<file path="src/rtl/pwm3_pkg.sv">
package pwm3_pkg;

   // Classification of one sample of the comparator flags
   typedef enum logic [1:0] {
      ZN_HIGH = 2'd0,
      ZN_LOW  = 2'd1,
      ZN_WIN  = 2'd2,
      ZN_BAND = 2'd3
   } zone_t;

   // Qualified command held by the block
   typedef enum logic [1:0] {
      CMD_LOW  = 2'd0,
      CMD_HIGH = 2'd1,
      CMD_OFF  = 2'd2
   } cmd_t;

endpackage

</file>
<file path="src/rtl/pwm3_classify.sv">
module pwm3_classify
   import pwm3_pkg::*;
#(
   parameter int SYNC_STAGES = 0
) (
   input  logic        clk,
   input  logic        rst_n,
   input  logic [3:0]  flags_raw,   // {lvl_hi, edge_hi, edge_lo, lvl_lo}
   output zone_t       zone
);

   logic [3:0] flags;

   generate
      if (SYNC_STAGES == 0) begin : g_direct
         assign flags = flags_raw;
      end else begin : g_sync
         logic [3:0] stage_q [SYNC_STAGES];
         always_ff @(posedge clk or negedge rst_n) begin
            if (!rst_n) begin
               for (int i = 0; i < SYNC_STAGES; i++) stage_q[i] <= 4'b0000;
            end else begin
               stage_q[0] <= flags_raw;
               for (int i = 1; i < SYNC_STAGES; i++) stage_q[i] <= stage_q[i-1];
            end
         end
         assign flags = stage_q[SYNC_STAGES-1];
      end
   endgenerate

   // level flags take priority; the upper level beats the lower one
   always_comb begin
      if (flags[3])                  zone = ZN_HIGH;
      else if (flags[0])             zone = ZN_LOW;
      else if (flags[2] || flags[1]) zone = ZN_BAND;
      else                           zone = ZN_WIN;
   end

endmodule

</file>
<file path="src/rtl/pwm3_holdoff.sv">
module pwm3_holdoff #(
   parameter int HOLD_CYCLES = 16
) (
   input  logic clk,
   input  logic rst_n,
   input  logic run,
   output logic expire,
   output logic busy
);

   localparam int CW = (HOLD_CYCLES > 2) ? $clog2(HOLD_CYCLES) : 1;
   localparam logic [CW-1:0] LAST = CW'(HOLD_CYCLES - 1);

   logic [CW-1:0] cnt_q;

   assign expire = run && (cnt_q == LAST);
   assign busy   = (cnt_q != '0);

   always_ff @(posedge clk or negedge rst_n) begin
      if (!rst_n)            cnt_q <= '0;
      else if (!run||expire) cnt_q <= '0;
      else                   cnt_q <= cnt_q + 1'b1;
   end


   cnt_range_chk: assert property (@(posedge clk) disable iff (!rst_n)
      cnt_q <= LAST);


   restart_chk: assert property (@(posedge clk) disable iff (!rst_n)
      !run |=> !busy);

endmodule

</file>
<file path="src/rtl/pwm3_cmd_state.sv">
module pwm3_cmd_state
   import pwm3_pkg::*;
(
   input  logic  clk,
   input  logic  rst_n,
   input  zone_t zone,
   input  logic  expire,
   output logic  run,
   output cmd_t  cmd
);

   cmd_t cmd_d;

   assign run = (zone == ZN_WIN) && (cmd != CMD_OFF);

   always_comb begin
      cmd_d = cmd;
      case (zone)
         ZN_HIGH: cmd_d = CMD_HIGH;
         ZN_LOW:  cmd_d = CMD_LOW;
         ZN_WIN:  if (expire) cmd_d = CMD_OFF;
         default: cmd_d = cmd;
      endcase
   end

   always_ff @(posedge clk or negedge rst_n) begin
      if (!rst_n) cmd <= CMD_OFF;
      else        cmd <= cmd_d;
   end


   high_follow_chk: assert property (@(posedge clk) disable iff (!rst_n)
      zone == ZN_HIGH |=> cmd == CMD_HIGH);


   low_follow_chk: assert property (@(posedge clk) disable iff (!rst_n)
      zone == ZN_LOW |=> cmd == CMD_LOW);


   band_hold_chk: assert property (@(posedge clk) disable iff (!rst_n)
      zone == ZN_BAND |=> $stable(cmd));


   early_window_chk: assert property (@(posedge clk) disable iff (!rst_n)
      (zone == ZN_WIN && !expire) |=> $stable(cmd));


   off_needs_expire_chk: assert property (@(posedge clk) disable iff (!rst_n)
      (cmd != CMD_OFF && !expire) |=> cmd != CMD_OFF);

endmodule

</file>
<file path="src/rtl/pwm3_qualifier.sv">
module pwm3_qualifier
   import pwm3_pkg::*;
#(
   parameter int HOLD_CYCLES = 16,
   parameter int SYNC_STAGES = 0
) (
   input  logic clk,
   input  logic rst_n,
   input  logic lvl_hi,
   input  logic edge_hi,
   input  logic edge_lo,
   input  logic lvl_lo,
   output logic hs_on,
   output logic ls_on,
   output logic shutdown,
   output logic in_window
);

   generate
      if (HOLD_CYCLES < 2) begin : g_bad_hold
         $error("HOLD_CYCLES must be at least 2");
      end
      if (SYNC_STAGES < 0) begin : g_bad_sync
         $error("SYNC_STAGES must not be negative");
      end
   endgenerate

   zone_t zone;
   cmd_t  cmd;
   logic  run, expire, busy;

   pwm3_classify #(.SYNC_STAGES(SYNC_STAGES)) u_classify (
      .clk       (clk),
      .rst_n     (rst_n),
      .flags_raw ({lvl_hi, edge_hi, edge_lo, lvl_lo}),
      .zone      (zone)
   );

   pwm3_holdoff #(.HOLD_CYCLES(HOLD_CYCLES)) u_holdoff (
      .clk    (clk),
      .rst_n  (rst_n),
      .run    (run),
      .expire (expire),
      .busy   (busy)
   );

   pwm3_cmd_state u_state (
      .clk    (clk),
      .rst_n  (rst_n),
      .zone   (zone),
      .expire (expire),
      .run    (run),
      .cmd    (cmd)
   );

   assign hs_on     = (cmd == CMD_HIGH);
   assign ls_on     = (cmd == CMD_LOW);
   assign shutdown  = (cmd == CMD_OFF);
   assign in_window = busy;


   one_cmd_chk: assert property (@(posedge clk) disable iff (!rst_n)
      $onehot({hs_on, ls_on, shutdown}));


   quiet_in_off_chk: assert property (@(posedge clk) disable iff (!rst_n)
      shutdown |-> !in_window);


   off_after_count_chk: assert property (@(posedge clk) disable iff (!rst_n)
      $rose(shutdown) |-> $past(in_window));

endmodule

</file>
<file path="config.mk">
export PLATFORM = sky130hd
export DESIGN_NAME = pwm3_qualifier
export DESIGN_NICKNAME = d
export VERILOG_FILES = /design/src/rtl/pwm3_pkg.sv /design/src/rtl/pwm3_classify.sv /design/src/rtl/pwm3_holdoff.sv /design/src/rtl/pwm3_cmd_state.sv /design/src/rtl/pwm3_qualifier.sv
export SDC_FILE = /design/constraint.sdc
export NUM_CORES = 1
export LEC_CHECK = 0
export ABC_AREA = 1
export BUFFER_PORTS_ARGS = -buffer_cell sky130_fd_sc_hd__buf_4
export CORE_AREA = 3 3 40 42
export DETAILED_ROUTE_END_ITERATION = 12
export DIE_AREA = 0 0 43 45
export PLACE_DENSITY = 0.58
export SETUP_SLACK_MARGIN = 0.4
export SYNTH_ARGS = -nofsm -noshare
export SYNTH_HDL_FRONTEND = slang
export SYNTH_SLANG_ARGS = --single-unit
</file>
<file path="constraint.sdc">
create_clock -name clk -period 1.2 [get_ports clk]
set_input_delay 0.12 -clock clk [delete_from_list [all_inputs] [get_ports clk]]
set_output_delay 0.12 -clock clk [all_outputs]
set_load 0.01 [all_outputs]
</file>
==> flow_summary.json, run 1 <==
{
  "cp-startpoint": "u_holdoff.cnt_q[0]$_DFF_PN0_",
  "pin_count": 10,
  "fin_setup_tns_ps": 0,
  "fin_hold_ws_ps": 177,
  "firstDrtPassIters": 2,
  "place_congestion": 0.696,
  "cts_num_sinks": 6,
  "regToRegSetupSlack_ps": 90,
  "syn_inst": 43,
  "numCtsBuffers": 3,
  "rows": 13,
  "clock_skew_ps": 4.35,
  "end_kind": "primary output",
  "dp.cells": 67,
  "syn_to_final_growth_pct": 62.6,
  "synth_top_flop_cell": "dfrtp_1",
  "ys_seq_area_share_pct": 43.1,
  "cap_violations": 0,
  "p_per_area_mw_per_mm2": 906,
  "grt_usage_pct": 9.18,
  "pre_cts_ws_ps": 25.9,
  "max-vdd-ir-drop_mv": 0.525,
  "final_area_sq_um": 572,
  "cts_root_buffer": "clkbuf_4",
  "dp.final_hpwl_um": 501,
  "max_slew_margin_pct": 86.0,
  "p_leak_nw": 0.272,
  "syn_area_sq_um": 352,
  "clkLatencyLatePin_ps": 240,
  "layout.nets": 72,
  "wl_per_cell_um": 9.23,
  "synth_edf_count": 0,
  "hold_viol": 0,
  "die_h_um": 45,
  "antennaDiodeCount": 0,
  "ys_ff_latch": 6,
  "htree_levels": 1,
  "synth_commonest_cells": "nor2_1 (8), nand2_1 (7), inv_1 (6)",
  "clk_pin_slew_ps": 50,
  "dieArea_sq_mm": 0.00194,
  "grt_max_degree": 7,
  "synth_top_cell_area_share_pct": 35.6,
  "synth.avg_cell_area_sq_um": 8.18,
  "layout-drive-gt1-share_pct": 56.5,
  "setup_viol": 0,
  "dr.first_iter.drc_count": 1,
  "ant_nets": 0,
  "die_w_um": 43,
  "critPathKind": "flop to primary output",
  "ys_async_sr_fraction_pct": 100,
  "worstRegToRegCells": 7,
  "rr_endpoint": "u_state.cmd[0]$_DFFE_PN0P_",
  "cp_data_required_time_ps": 1080,
  "cts_buffer_depth": 2,
  "grt_pass1_wl_mm": 1.30,
  "finalCritPeriodShare_pct": 94.3,
  "yosysUniqueCellTypes": 16,
  "syn-num-nets": 52,
  "antenna_found_initial": 0,
  "drc": 0,
  "setup.worst_path.end": "in_window",
  "fin_cells": 77,
  "r2r_start": "u_holdoff.cnt_q[0]$_DFF_PN0_",
  "synth_most_common_cell": "nor2_1",
  "via_count": 333,
  "report.final.slew_viol_count": 0,
  "hold_class": "input pin to flop",
  "grt_pass1_vias": 332,
  "layout_min_cycle_time_ps": 1130,
  "yosys_warnings": 0,
  "dpl_cell_area_sq_um": 463,
  "ys_top_cells_by_area": "dfrtp_1 (36%), ha_1 (11%), nor2_1 (8.5%)",
  "vias_per_cell": 4.32,
  "setup_ws_ps": 68.6,
  "core_sq_mm": 0.00128,
  "rsz0062_at_grt": "yes",
  "crit_path_start_kind": "flop",
  "critPathArrivalTime_ps": 1010,
  "initial_core_util_pct": 27.4,
  "grt.overflow.total": 0,
  "portBuffers": 9,
  "wl_um": 711,
  "worst_pin_slew_ps": 209,
  "critPathMaxFanout": 2,
  "cts_tree": "built",
  "status": "finished clean",
  "synth_top_cell_by_area": "dfrtp_1",
  "max_freq_mhz": 884
}
-- kinds of logic after synthesis --
family	count (synthesis)	synth area share [%]
compound gates	3	5.34
xor+xnor	2	4.98
fa+ha+maj	3	10.7
buf+inv	7	7.47
flops	6	43.1
simple gates	22	28.5
-- critical path: stages (launching register included) --
cell and delay, ps:
dfrtp_1 390, inv_1 60, ha_2 160, nand2_2 50, buf_6 110
-- cell usage in the layout (no fill, tap or decap) --
master / Yosys / routed
inv_2: 1 / 3
nor3_2: 0 / 1
nand2_4: 0 / 1
buf_6: 0 / 2
nand2_2: 2 / 3
dlygate4sd3_1: 0 / 1
clkbuf_1: 0 / 1
ha_2: 0 / 1
dfstp_2: 1 / 1
inv_1: 6 / 4
nor2_1: 8 / 5
nand3_1: 2 / 2
nand2_1: 7 / 5
xor2_1: 1 / 1
buf_4: 0 / 12
nor2_2: 0 / 3
dfrtp_1: 5 / 5
xnor2_1: 1 / 1
ha_4: 0 / 2
clkbuf_4: 0 / 3
o21ai_1: 2 / 2
nand3_2: 1 / 1
or2_4: 0 / 1
a21oi_2: 1 / 1
-- how the worst min path moves through the flow --
| stage | depth (start not counted) | startpoint | slack, ps | endpoint |
|---|---|---|---|---|
| after global placement | 1 | rst_n | -70 | u_holdoff.cnt_q[0]$_DFF_PN0_ |
| final | 4 | lvl_hi | 180 | u_state.cmd[1]$_DFFE_PN1P_ |
| after global routing | 4 | lvl_hi | 220 | u_state.cmd[1]$_DFFE_PN1P_ |
| after floorplan | 0 | rst_n | -180 | u_holdoff.cnt_q[0]$_DFF_PN0_ |
| after detailed placement | 1 | rst_n | -70 | u_holdoff.cnt_q[0]$_DFF_PN0_ |
| after CTS | 4 | lvl_hi | 180 | u_state.cmd[1]$_DFFE_PN1P_ |
-- sequential cells by signal, indices dropped and copies added (netlist names) --
name,flops
u_holdoff.cnt_q,4
u_state.cmd,2
-- area by class of cell --
type	instances	area, sq um
well taps	15	18.8
inverters	7	26.3
fillers	136	713
clock buffers	4	26.3
flip-flops and latches	6	151
repair buffers	15	123
multi-input cells	30	226
-- report_power, final --
part	switching (mW)	leakage, nW	internal (mW)
Combinational	0.0515	0.179	0.0564
Clock	0.0679	0.0150	0.126
Sequential	0.00599	0.0776	0.211
-- metrics by stage --
stage	power [mW]	util, %
after floorplan	0.267	-
after global placement	0.311	36.0
after detailed placement	0.311	36.0
after CTS	0.526	43.5
after global routing	0.556	44.5
final	0.518	44.5
-- per-layer routing --
layer  up-vias  wire length (um)  global-route usage, %
li1        168                 -                      -
met1       162               311                   10.7
met3         0                17                   1.20
met2         3               382                   15.3
met4         0                 0                   7.23
met5         -                 0                      0
-- what timing repair did --
action,in CTS,in global routing
endpoints found under the hold margin,6,0
pin swaps,4,1
setup endpoints to repair,10,10
hold buffers,1,0
resized for setup,5,4
setup buffers,5,0
Note: power is estimated with default switching activity, not from simulation.
==> inputs of run 2 (changes only) <==
--- a/config.mk
+++ b/config.mk
@@ -10,8 +10,7 @@
 export CORE_AREA = 3 3 40 42
 export DETAILED_ROUTE_END_ITERATION = 12
 export DIE_AREA = 0 0 43 45
-export PLACE_DENSITY = 0.58
-export SETUP_SLACK_MARGIN = 0.4
+export PLACE_DENSITY = 0.54
 export SYNTH_ARGS = -nofsm -noshare
 export SYNTH_HDL_FRONTEND = slang
 export SYNTH_SLANG_ARGS = --single-unit
==> run 2 against run 1 <==
  * Final cell count fell by 2.6%
  * Largest power group unchanged
  * Sequential share of layout area rose by 3.3 points
  * Global-route usage fell by 0.69 points
  * Sequential cell count did not move
  * Setup slack got worse by 31 ps
  * Sequential power barely moved
  * Core utilization fell by 4.9 points
  * Register-to-register slack improved by 50 ps
  * Total power fell by 0.22%
  * Highest routed layer is now met4
  * Maximum frequency fell by 2.6%
  * Via count fell by 1.8%
  * Critical path depth did not move
==> flow_summary.json, run 2 (synthesized netlist as in run 1, its figures left out) <==
{
  "status": "finished clean",
  "switching_power_mw": 0.132,
  "worst_pin_slew_ps": 238,
  "layout-drive-gt1-share_pct": 41.7,
  "pin_count": 10,
  "grt.met1_usage_pct": 10.6,
  "use_met3_pct": 2.39,
  "critPathMaxFanout": 4,
  "critPathArrivalTime_ps": 1040,
  "gr-max-usage-layer": "met2",
  "cts_buffer_depth": 2,
  "ant_nets": 0,
  "reg_top3": "u_holdoff.cnt_q: 4 flops, u_state.cmd: 2 flops",
  "hold_class": "input pin to async pin",
  "syn_to_final_growth_pct": 44.8,
  "clock_skew_ps": 1.65,
  "crit_path_start_kind": "flop",
  "core_sq_mm": 0.00128,
  "cp_slowest_cell": "dfrtp_1",
  "setup_viol": 0,
  "hold_viol": 0,
  "cts_num_sinks": 6,
  "layout.nets": 70,
  "largest_reg_flops": 4,
  "final_area_sq_um": 509,
  "clk_pin_slew_ps": 50,
  "grt_usage_pct": 8.48,
  "cp_data_required_time_ps": 1080,
  "dr.first_iter.drc_count": 3,
  "fill_cells": 137,
  "die_w_um": 43,
  "report.final.slew_viol_count": 0,
  "combPwrFrac_pct": 17.8,
  "antenna_found_initial": 0,
  "p_seq_share_pct": 42.2,
  "antennaDiodeCount": 0,
  "grt_pass1_wl_mm": 1.13,
  "met2_usage_pct": 11.1,
  "initial_core_util_pct": 27.4,
  "rr_endpoint": "u_state.cmd[0]$_DFFE_PN0P_",
  "rsz0062_at_grt": "yes",
  "slowest_delay_ps": 410,
  "die_h_um": 45,
  "dieArea_sq_mm": 0.00194,
  "clkLatencyLatePin_ps": 250,
  "grt_pass1_vias": 288,
  "cts_root_buffer": "clkbuf_4",
  "cts_tree": "built",
  "regMostFlops": "u_holdoff.cnt_q",
  "wl_per_cell_um": 8.71,
  "finalCritPeriodShare_pct": 96.8,
  "firstDrtPassIters": 2,
  "layout_commonest_cell": "buf_4",
  "fin_hold_ws_ps": 217,
  "intPower_mw": 0.385,
  "grt_max_degree": 7,
  "dpl_cell_area_sq_um": 453,
  "dp.final_hpwl_um": 514,
  "worstRegToRegCells": 6,
  "via_count": 327,
  "critPathKind": "flop to primary output",
  "cap_violations": 0,
  "max_slew_margin_pct": 84.0,
  "numCtsBuffers": 3,
  "rows": 13,
  "place_congestion": 0.658,
  "max_freq_mhz": 860,
  "vias_per_cell": 4.36,
  "p_leak_nw": 0.263,
  "regToRegSetupSlack_ps": 140,
  "wl_um": 653,
  "power_frac_clock_pct": 40.0,
  "drc": 0,
  "swShare_pct": 25.5,
  "path_cells": "inv_1 > ha_2 > nand2_2 > buf_6",
  "max-vdd-ir-drop_mv": 0.516,
  "htree_levels": 1,
  "p_per_area_mw_per_mm2": 1010,
  "layout_min_cycle_time_ps": 1160,
  "portBuffers": 9,
  "grt.overflow.total": 0,
  "final_cell_mix": "buf_4 (10), nor2_1 (8), nand2_1 (6)",
  "end_kind": "primary output",
  "r2r_start": "u_holdoff.cnt_q[0]$_DFF_PN0_"
}
==> run 2: layout make-up <==
cell class	count	area (sq um)	area share, %
multi-input cells	30	179	35.1
flip-flops and latches	6	151	29.7
repair buffers	13	108	21.1
clock buffers	4	26.3	5.16
inverters	7	26.3	5.16
well taps	15	18.8	3.69
==> run 2: critical path, delay by kind of cell, from the launching register on <==
kind	cells	cell delay, ps
adder cells (fa/ha/maj)	1	160
buffers and inverters	2	180
flip-flops	1	410
AND/OR/NAND/NOR	1	50
==> run 2: routing by layer <==
layer  up-vias  routed length [um]
met3         2                  25
met2         5                 309
li1        167                   -
met4         0                  15
met1       153                 302
met5         -                   0
==> run 2: timing repair <==
action | CTS | global route
buffers inserted | 0 | 1
hold buffers | 1 | 0
setup endpoints to repair | 0 | 3
gates resized for setup | 0 | 5
endpoints found under the hold margin | 6 | 0
==> run 2: power groups by stage <==
| stage | clock network [mW] | logic, mW | registers, mW |
|---|---|---|---|
| after global placement | 0 | 0.0875 | 0.220 |
| after detailed placement | 0 | 0.0876 | 0.221 |
| after CTS | 0.218 | 0.0903 | 0.218 |
| after global routing | 0.232 | 0.103 | 0.219 |
| after floorplan | 0 | 0.0415 | 0.219 |
| final | 0.207 | 0.0917 | 0.218 |
==> run 2: how the worst max path moves through the flow <==
stage                                       from                          to  cells past startpoint
floorplan                                 lvl_lo  u_state.cmd[0]$_DFFE_PN0P_                      7
global placement                          lvl_lo  u_state.cmd[0]$_DFFE_PN0P_                      9
detailed placement                        lvl_lo  u_state.cmd[0]$_DFFE_PN0P_                      9
CTS                 u_holdoff.cnt_q[0]$_DFF_PN0_                   in_window                      4
global route        u_holdoff.cnt_q[0]$_DFF_PN0_                   in_window                      4
finish              u_holdoff.cnt_q[0]$_DFF_PN0_                   in_window                      4
==> run 2: stage by stage <==
step	utilization (%)	std cells	setup TNS, ps	total power, mW	setup WS [ps]
floorplan	-	43	0	0.261	174
finish	39.6	75	0	0.517	37.8
global route	39.6	75	-43.5	0.554	-19.9
global placement	35.2	69	0	0.308	6.52
CTS	38.1	74	0	0.526	11.6
detailed placement	35.2	69	-10.4	0.309	-10.4
==> inputs of run 3 (changes only) <==
--- a/config.mk
+++ b/config.mk
@@ -11,6 +11,7 @@
 export DETAILED_ROUTE_END_ITERATION = 12
 export DIE_AREA = 0 0 43 45
 export PLACE_DENSITY = 0.54
+export RECOVER_POWER = 100
 export SYNTH_ARGS = -nofsm -noshare
 export SYNTH_HDL_FRONTEND = slang
 export SYNTH_SLANG_ARGS = --single-unit
==> run 3 against run 2 <==
  * Maximum frequency down 0.28%
  * Global-route usage unchanged
  * Non-clock buffer count unchanged
  * Final cell count unchanged
  * Total power down 1.2%
  * Critical path depth unchanged
  * Hold slack better by 44 ps
  * Design area down 1.5%
  * Clock skew about the same
  * Sequential cell count unchanged
  * Core utilization down 0.58 points
  * Critical path type unchanged
==> flow_summary.json, run 3 (synthesized netlist as in run 1, its figures left out) <==
{
  "cp_data_required_time_ps": 1080,
  "syn_to_final_growth_pct": 42.7,
  "antennaDiodeCount": 0,
  "hold_viol": 0,
  "cap_violations": 0,
  "antenna_found_initial": 0,
  "die_w_um": 43,
  "die_h_um": 45,
  "clock_skew_ps": 1.78,
  "fill_cells": 140,
  "p_per_area_mw_per_mm2": 1020,
  "place_congestion": 0.658,
  "setup.worst_path.end": "in_window",
  "wl_um": 654,
  "dieArea_sq_mm": 0.00194,
  "switching_power_mw": 0.131,
  "seqCellArea_sq_um": 151,
  "setup_viol": 0,
  "cts_buffer_depth": 2,
  "dpl_cell_area_sq_um": 453,
  "drc": 0,
  "status": "finished clean",
  "cp-startpoint": "u_holdoff.cnt_q[0]$_DFF_PN0_",
  "max-vdd-ir-drop_mv": 0.515,
  "dp.final_hpwl_um": 514,
  "grt.overflow.total": 0,
  "layout_commonest_cell": "nor2_1",
  "final_util_pct": 39.0,
  "via_count": 327,
  "grt_pass1_vias": 288,
  "rows": 13,
  "critPathArrivalTime_ps": 1050,
  "core_sq_mm": 0.00128,
  "grt_max_degree": 7,
  "rsz0062_at_grt": "yes",
  "intPower_mw": 0.379,
  "multiInputGateArea_sq_um": 179,
  "worst_pin_slew_ps": 324,
  "wl_per_cell_um": 8.72,
  "power.total_mw": 0.510,
  "cts_root_buffer": "clkbuf_4",
  "clk_pin_slew_ps": 50,
  "p_seq_share_pct": 42.7,
  "critPathKind": "flop to primary output",
  "report.final.slew_viol_count": 0,
  "final_area_sq_um": 502,
  "rr_endpoint": "u_state.cmd[0]$_DFFE_PN0P_",
  "layout-drive-gt1-share_pct": 38.3,
  "reg_top3": "u_holdoff.cnt_q: 4 flops, u_state.cmd: 2 flops",
  "regToRegSetupSlack_ps": 130,
  "firstDrtPassIters": 2,
  "p_leak_nw": 0.255,
  "combPwrFrac_pct": 16.7,
  "max_freq_mhz": 858,
  "finalCritPeriodShare_pct": 97.1,
  "grt_pass1_wl_mm": 1.13,
  "dr.first_iter.drc_count": 2,
  "pin_count": 10,
  "layout_min_cycle_time_ps": 1170,
  "regMostFlops": "u_holdoff.cnt_q",
  "clkLatencyLatePin_ps": 250,
  "cts_num_sinks": 6,
  "r2r_start": "u_holdoff.cnt_q[0]$_DFF_PN0_",
  "portBuffers": 9,
  "power_frac_clock_pct": 40.5,
  "critPathMaxFanout": 4,
  "vias_per_cell": 4.36,
  "numCtsBuffers": 3,
  "initial_core_util_pct": 27.4,
  "final_cell_mix": "nor2_1 (8), buf_4 (7), nand2_1 (6)",
  "grt_usage_pct": 8.48,
  "hold_class": "input pin to flop",
  "cts_tree": "built",
  "ant_nets": 0,
  "worstRegToRegCells": 6,
  "swShare_pct": 25.8,
  "htree_levels": 1,
  "end_kind": "primary output",
  "layout.nets": 70,
  "largest_reg_flops": 4,
  "max_slew_margin_pct": 78.4,
  "crit_path_start_kind": "flop"
}
run 3: cell types whose count changed in the layout (fill, tap and decap cells not counted), sizes merged:
cell / delta
buf: -3
clkbuf: +3
run 3: through the flow:
stage / hold slack, ps / worst slack [ps] / cells / setup TNS, ps
detailed placement: -68.1 / -10.4 / 69 / -10.4
floorplan: -176 / 174 / 43 / 0
finish: 261 / 34.5 / 75 / 0
global placement: -68.9 / 6.52 / 69 / 0
CTS: 204 / 11.6 / 74 / 0
global route: 302 / -19.9 / 75 / -43.5
run 3: worst min path at each step:
| stage | depth (start not counted) | end | slack [ps] | startpoint |
|---|---|---|---|---|
| after floorplan | 0 | u_holdoff.cnt_q[0]$_DFF_PN0_ | -180 | rst_n |
| after global placement | 1 | u_holdoff.cnt_q[1]$_DFF_PN0_ | -70 | rst_n |
| after detailed placement | 1 | u_holdoff.cnt_q[3]$_DFF_PN0_ | -70 | rst_n |
| after CTS | 2 | u_holdoff.cnt_q[3]$_DFF_PN0_ | 200 | rst_n |
| after global routing | 2 | u_holdoff.cnt_q[0]$_DFF_PN0_ | 300 | rst_n |
| final | 5 | u_state.cmd[1]$_DFFE_PN1P_ | 260 | lvl_hi |
run 3: timing repair:
action,CTS,global route
hold buffers,1,0
endpoints found under the setup margin,0,3
resized for setup,0,5
hold endpoints to repair,6,0
buffers inserted,0,1
run 3: final cells by class:
class / count / share of cell area [%]
sequential: 6 / 30.2
multi-input combinational: 30 / 35.7
tap: 15 / 3.74
clock buffer: 4 / 5.24
inverter: 7 / 5.24
timing repair buffer: 13 / 20.0
run 3: critical path, cell delays in order, from the launching register on:
cell and delay, ps:
dfrtp_1 410, inv_1 70, ha_2 160, nand2_2 50, buf_6 110
run 3: power groups by stage:
stage                     Combinational, mW  Sequential [mW]  Clock (mW)
after global routing                 0.0963            0.219       0.232
after global placement               0.0875            0.220           0
after floorplan                      0.0415            0.219           0
after CTS                            0.0903            0.218       0.218
final                                0.0853            0.218       0.207
after detailed placement             0.0876            0.221           0
run 3: layer usage:
metal	vias to the layer above	part of all wire (%)	track usage, %
li1	167	-	-
met1	153	46	10.6
met2	5	48	11.1
met3	2	4.0	2.39
met4	0	2.3	9.04
met5	-	0	0
